**src/rtl/boot_gate_pkg.sv**
```systemverilog
package boot_gate_pkg;

  typedef struct packed {
    logic key_off;
    logic done;
    logic lock;
    logic ext_ok;
  } gate_ctrl_t;

  localparam int unsigned CTRL_W    = 4;
  localparam int unsigned PORT_CPU  = 0;
  localparam int unsigned PORT_DBG  = 1;
  localparam int unsigned NUM_PORTS = 2;

  typedef enum logic {
    REG_CTRL = 1'b0,
    REG_STAT = 1'b1
  } reg_sel_e;

endpackage

```
**src/rtl/bg_range_dec.sv**
```systemverilog
module bg_range_dec #(
  parameter int unsigned    AW    = 16,
  parameter logic [AW-1:0]  BASE  = 'h0100,
  parameter logic [AW-1:0]  LIMIT = 'h0FFF
) (
  input  logic [AW-1:0] addr_i,
  output logic          hit_o
);
  assign hit_o = (addr_i >= BASE) && (addr_i <= LIMIT);
endmodule

```
**src/rtl/bg_ctrl_regs.sv**
```systemverilog
module bg_ctrl_regs
  import boot_gate_pkg::*;
#(
  parameter int unsigned DW = 32
) (
  input  logic          clk_i,
  input  logic          rst_ni,
  input  logic          we_i,
  input  logic          sel_i,
  input  logic [DW-1:0] wdata_i,
  input  logic          viol_set_i,
  output gate_ctrl_t    ctrl_o,
  output logic          viol_flag_o,
  output logic [DW-1:0] rdata_o
);
  localparam int unsigned PAD_CTRL = DW - CTRL_W;
  localparam int unsigned PAD_STAT = DW - 1;

  gate_ctrl_t ctrl_q;
  logic       flag_q;
  logic       ctrl_we, stat_we;
  logic       unused_wdata;

  assign ctrl_we      = we_i && (sel_i == REG_CTRL);
  assign stat_we      = we_i && (sel_i == REG_STAT);
  assign unused_wdata = ^wdata_i[DW-1:CTRL_W];

  // sticky bits only move 0 -> 1
  always_ff @(posedge clk_i or negedge rst_ni) begin
    if (!rst_ni) begin
      ctrl_q <= '0;
    end else if (ctrl_we) begin
      ctrl_q.ext_ok  <= wdata_i[0];
      ctrl_q.lock    <= ctrl_q.lock    | wdata_i[1];
      ctrl_q.done    <= ctrl_q.done    | wdata_i[2];
      ctrl_q.key_off <= ctrl_q.key_off | wdata_i[3];
    end
  end

  // set has priority over w1c
  always_ff @(posedge clk_i or negedge rst_ni) begin
    if (!rst_ni) flag_q <= 1'b0;
    else         flag_q <= viol_set_i | (flag_q & ~(stat_we & wdata_i[0]));
  end

  always_comb begin
    if (sel_i == REG_CTRL) rdata_o = {{PAD_CTRL{1'b0}}, ctrl_q};
    else                   rdata_o = {{PAD_STAT{1'b0}}, flag_q};
  end

  assign ctrl_o      = ctrl_q;
  assign viol_flag_o = flag_q;
endmodule

```
**src/rtl/bg_policy.sv**
```systemverilog
module bg_policy
  import boot_gate_pkg::*;
(
  input  gate_ctrl_t ctrl_i,
  input  logic       secure_dbg_en_i,
  input  logic       cpu_req_i,
  input  logic       cpu_priv_i,
  input  logic       cpu_boot_hit_i,
  input  logic       cpu_key_hit_i,
  input  logic       dbg_req_i,
  input  logic       dbg_boot_hit_i,
  output logic       cpu_gnt_o,
  output logic       dbg_gnt_o,
  output logic       blocked_o
);
  logic boot_closed, cpu_ok, dbg_ok;

  assign boot_closed = ctrl_i.lock | ctrl_i.done;

  always_comb begin
    if (cpu_boot_hit_i)     cpu_ok = cpu_priv_i & ~boot_closed;
    else if (cpu_key_hit_i) cpu_ok = cpu_priv_i & ~ctrl_i.key_off;
    else                    cpu_ok = 1'b1;
  end

  // debug is shut out of the boot window only with secure debug on and external access off
  assign dbg_ok = ~(dbg_boot_hit_i & secure_dbg_en_i & ~ctrl_i.ext_ok);

  assign cpu_gnt_o = cpu_req_i & cpu_ok;
  assign dbg_gnt_o = dbg_req_i & dbg_ok;
  assign blocked_o = (cpu_req_i & ~cpu_ok) | (dbg_req_i & ~dbg_ok);
endmodule

```
**src/rtl/bg_viol.sv**
```systemverilog
module bg_viol (
  input  logic clk_i,
  input  logic rst_ni,
  input  logic blocked_i,
  output logic viol_o
);
  logic viol_q;
  always_ff @(posedge clk_i or negedge rst_ni) begin
    if (!rst_ni) viol_q <= 1'b0;
    else         viol_q <= blocked_i;
  end
  assign viol_o = viol_q;
endmodule

```
**src/rtl/boot_gate.sv**
```systemverilog
module boot_gate
  import boot_gate_pkg::*;
#(
  parameter int unsigned   AW         = 16,
  parameter int unsigned   DW         = 32,
  parameter logic [AW-1:0] BOOT_BASE  = 'h0100,
  parameter logic [AW-1:0] BOOT_LIMIT = 'h0FFF,
  parameter logic [AW-1:0] KEY_BASE   = 'h1000,
  parameter logic [AW-1:0] KEY_LIMIT  = 'h10FF
) (
  input  logic          clk_i,
  input  logic          rst_ni,
  input  logic          secure_dbg_en_i,
  input  logic          reg_we_i,
  input  logic          reg_sel_i,
  input  logic [DW-1:0] reg_wdata_i,
  output logic [DW-1:0] reg_rdata_o,
  input  logic          cpu_req_i,
  input  logic          cpu_we_i,
  input  logic          cpu_priv_i,
  input  logic [AW-1:0] cpu_addr_i,
  output logic          cpu_gnt_o,
  output logic [DW-1:0] cpu_rdata_o,
  output logic          mem_req_o,
  output logic          mem_we_o,
  input  logic [DW-1:0] mem_rdata_i,
  input  logic          dbg_req_i,
  input  logic [AW-1:0] dbg_addr_i,
  output logic          dbg_gnt_o,
  input  logic          erase_req_i,
  output logic          erase_main_o,
  output logic          erase_key_o,
  output logic          viol_o
);
  gate_ctrl_t           ctrl;
  logic                 viol_flag;
  logic                 blocked;
  logic                 cpu_key_hit;
  logic [NUM_PORTS-1:0] boot_hit;
  logic [AW-1:0]        port_addr [NUM_PORTS];

  assign port_addr[PORT_CPU] = cpu_addr_i;
  assign port_addr[PORT_DBG] = dbg_addr_i;

  for (genvar p = 0; p < NUM_PORTS; p++) begin : g_boot_dec
    bg_range_dec #(.AW(AW), .BASE(BOOT_BASE), .LIMIT(BOOT_LIMIT)) u_dec (
      .addr_i (port_addr[p]),
      .hit_o  (boot_hit[p])
    );
  end

  bg_range_dec #(.AW(AW), .BASE(KEY_BASE), .LIMIT(KEY_LIMIT)) u_key_dec (
    .addr_i (cpu_addr_i),
    .hit_o  (cpu_key_hit)
  );

  bg_ctrl_regs #(.DW(DW)) u_regs (
    .clk_i       (clk_i),
    .rst_ni      (rst_ni),
    .we_i        (reg_we_i),
    .sel_i       (reg_sel_i),
    .wdata_i     (reg_wdata_i),
    .viol_set_i  (blocked),
    .ctrl_o      (ctrl),
    .viol_flag_o (viol_flag),
    .rdata_o     (reg_rdata_o)
  );

  bg_policy u_policy (
    .ctrl_i          (ctrl),
    .secure_dbg_en_i (secure_dbg_en_i),
    .cpu_req_i       (cpu_req_i),
    .cpu_priv_i      (cpu_priv_i),
    .cpu_boot_hit_i  (boot_hit[PORT_CPU]),
    .cpu_key_hit_i   (cpu_key_hit),
    .dbg_req_i       (dbg_req_i),
    .dbg_boot_hit_i  (boot_hit[PORT_DBG]),
    .cpu_gnt_o       (cpu_gnt_o),
    .dbg_gnt_o       (dbg_gnt_o),
    .blocked_o       (blocked)
  );

  bg_viol u_viol (
    .clk_i     (clk_i),
    .rst_ni    (rst_ni),
    .blocked_i (blocked),
    .viol_o    (viol_o)
  );

  assign mem_req_o   = cpu_gnt_o;
  assign mem_we_o    = cpu_gnt_o & cpu_we_i;
  assign cpu_rdata_o = cpu_gnt_o ? mem_rdata_i : '0;

  // boot partition has no erase line at all
  assign erase_main_o = erase_req_i;
  assign erase_key_o  = erase_req_i;
endmodule

```
**config.mk**
```make
export PLATFORM = sky130hd
export DESIGN_NAME = boot_gate
export DESIGN_NICKNAME = d
export VERILOG_FILES = /design/src/rtl/boot_gate_pkg.sv /design/src/rtl/bg_range_dec.sv /design/src/rtl/bg_ctrl_regs.sv /design/src/rtl/bg_policy.sv /design/src/rtl/bg_viol.sv /design/src/rtl/boot_gate.sv
export SDC_FILE = /design/constraint.sdc
export NUM_CORES = 1
export LEC_CHECK = 0
export BUFFER_PORTS_ARGS = -buffer_cell sky130_fd_sc_hd__buf_2
export CELL_PAD_IN_SITES_DETAIL_PLACEMENT = 1
export CELL_PAD_IN_SITES_GLOBAL_PLACEMENT = 1
export CORE_AREA = 4 4 87 89
export DETAILED_ROUTE_END_ITERATION = 16
export DIE_AREA = 0 0 91 93
export PLACE_DENSITY = 0.84
export SYNTH_ARGS = -nofsm -noshare
export SYNTH_HDL_FRONTEND = slang
export SYNTH_SLANG_ARGS = --single-unit
export TNS_END_PERCENT = 30
```
**constraint.sdc**
```tcl
create_clock -name clk_i -period 1.9 [get_ports clk_i]
set_input_delay 0.095 -clock clk_i [delete_from_list [all_inputs] [get_ports clk_i]]
set_output_delay 0.095 -clock clk_i [all_outputs]
set_load 0.01 [all_outputs]
```
==> metrics <==
status=finished, final reports clean; root buffer cell=clkbuf_8; Mean Syn Cell Area=8.37 um^2; Post-CTS Hold Fix Bufs=1; Starting Density=0.129; flops & latches, synth=6; number of DRC markers in iteration 0=10; CTS Buf Count=3; clk_lat worst skew=0.22 ns; r2r setup slk=0.43 ns; GPL Wtd Cong=0.629; worst path arrival time=1.71 ns; Die Area=8460 um^2; Worst Path Max Fanout=34; TritonCTS clock tree=built; DR pass1 iterations=4; CP Launch Type=register; Post-Syn Area=871 um^2; commonest cells after routing, fill and taps aside=buf_2 (101), conb_1 (28), and3_1 (25); P&R area growth vs syn=57.5%; port bufs=101; Pwr Total=0.576 mW; Hold Path Origin=reg_wdata_i[2]; initial antenna violation count=0; clk buf depth=2; num ports=177; RSZ-0062 raised after global routing=no; power density over the cells=420 nW/um^2; FF-to-FF End=u_regs.viol_flag_o$_DFF_PN0_; CP Data Required Time=1.80 ns; hold endpoint=u_regs.ctrl_o[2]$_DFFE_PN0P_; setup_tns=0 ns; Die Span X=91 um; clock period minus final worst setup slack=1.80 ns; Worst-Margin Slew=0.507 ns; synth warn=0; Vias=1062; Syn Inst Count=104; sequential share of the synthesized area=0.172; clk sinks=6; max-slew violations=0; gr ovfl total=0; Final nets=308; Fin Clk Skew=0.000785 ns; max-cap violations=0; DRC Markers=0; Max-slew headroom=0.659; worst hold path type=primary input to register; final setup vio count=0; register area=150 um^2; placed wire-length estimate=2710 um; Rows=30; depth of the CTS H-tree=1; Hold Crit Depth=2; Post-Route WL=3040 um; die height=93 um; share of cells above drive strength 1=0.615; # Post-CTS Setup Buffers=0; Tcrit/Tclk final=0.950; Worst setup startpoint=u_regs.ctrl_o[3]$_DFFE_PN0P_; CTS-repair resized insts=0; CP Capture Type=output port; Routed Antenna Nets=0; Yosys cell types=26; Total GRT Usage=0.0633; critical path type=register to output port; maximum VDD drop=0.000475 V; area of the multi-input gates=541 um^2; Final Hold Viols=0; Leak Pwr=0.860 nW; WL/cell=10.9 um; R2R cell count=4; CTS clock-pin slew for the worst setup and hold paths=0.04 ns; Highest Clock Rate=554 MHz; largest net degree at the start of global routing=36; core area=6760 um^2; fillers=848; vias in the first global route=991; first-pass GRT wire length=4420 um; DR vias/cell=3.79; # diodes=0; commonest non-fill, non-tap cell in the layout=buf_2; reg2reg start=u_regs.ctrl_o[0]$_DFFE_PN0P_
-- area by class of cell --
cell class / count / area share
Timing Repair Buffer: 103 / 0.391
Multi-Input combinational cell: 87 / 0.394
Tap cell: 80 / 0.0730
Inverter: 1 / 0.00274
Sequential cell: 6 / 0.109
Clock buffer: 3 / 0.0301
-- critical path: stages (launching register included) --
cell	delay, ns
dfrtp_1	0.37
nand2b_1	0.14
and3_2	0.22
o21ai_4	0.23
buf_12	0.19
and3_2	0.19
buf_2	0.13
-- cell usage after synthesis (all sizes together) --
master | instances | share of area
buf | 34 | 0.31
o211ai | 1 | 0.014
nor4 | 2 | 0.022
or4 | 1 | 0.013
clkbuf | 3 | 0.013
nand2b | 1 | 0.0072
nor4b | 1 | 0.027
nor3 | 1 | 0.0057
nor2b | 5 | 0.036
nand3 | 1 | 0.0057
a211oi | 1 | 0.0086
o21ai | 2 | 0.029
nor2 | 1 | 0.0043
and3 | 34 | 0.26
mux2 | 2 | 0.026
and2 | 1 | 0.0072
conb | 1 | 0.0043
inv | 1 | 0.0043
nand2 | 2 | 0.011
dfrtp | 6 | 0.17
a21o | 3 | 0.026
-- how the worst max path moves through the flow --
stage / endpoint / slack [ns] / cells after the start
2_1_floorplan: mem_req_o / 0.40 / 6
3_3_place_gp: cpu_rdata_o[3] / 0.32 / 6
3_5_place_dp: cpu_rdata_o[1] / 0.31 / 6
4_1_cts: cpu_rdata_o[1] / 0.08 / 6
5_1_grt: cpu_rdata_o[1] / 0.02 / 6
6_report: cpu_rdata_o[1] / 0.1 / 6
-- where the power goes --
| group | internal [mW] | switching (mW) | leakage, nW |
|---|---|---|---|
| combinational | 0.117 | 0.125 | 0.774 |
| clock | 0.136 | 0.0567 | 0.0216 |
| sequential | 0.136 | 0.00497 | 0.0648 |
-- cells by family after synthesis --
| kind of cell | Yosys count | synth area share |
|---|---|---|
| other | 1 | 0.00431 |
| DFF | 6 | 0.172 |
| and+or+nand+nor | 50 | 0.397 |
| muxes | 2 | 0.0259 |
| buffers and inverters | 38 | 0.323 |
| AOI/OAI and AO/OA | 7 | 0.0776 |
-- sequential cells by signal (all words and copies together) (netlist names) --
register and flops:
u_regs.ctrl_o 4, u_regs.viol_flag_o 1, u_viol.viol_o 1
-- layer usage --
layer	vias up	global-route usage	routed length (um)
met5	-	0	0
met4	0	0.0226	35
met3	4	0.0257	427
met2	84	0.122	1550
met1	482	0.0599	1030
li1	492	-	-
-- stage by stage --
| step | util | cell area [um^2] | instances | hold slack [ns] | setup slack (ns) |
|---|---|---|---|---|---|
| floorplan | - | 972 | 131 | -0.201 | 0.399 |
| global placement | 0.195 | 1320 | 276 | -0.0754 | 0.325 |
| detailed placement | 0.195 | 1320 | 276 | -0.0721 | 0.314 |
| CTS | 0.203 | 1370 | 280 | 0.0776 | 0.0766 |
| global route | 0.203 | 1370 | 280 | 0.0812 | 0.0158 |
| finish | 0.203 | 1370 | 280 | 0.0753 | 0.0951 |
(Power assumes the default switching activity.)
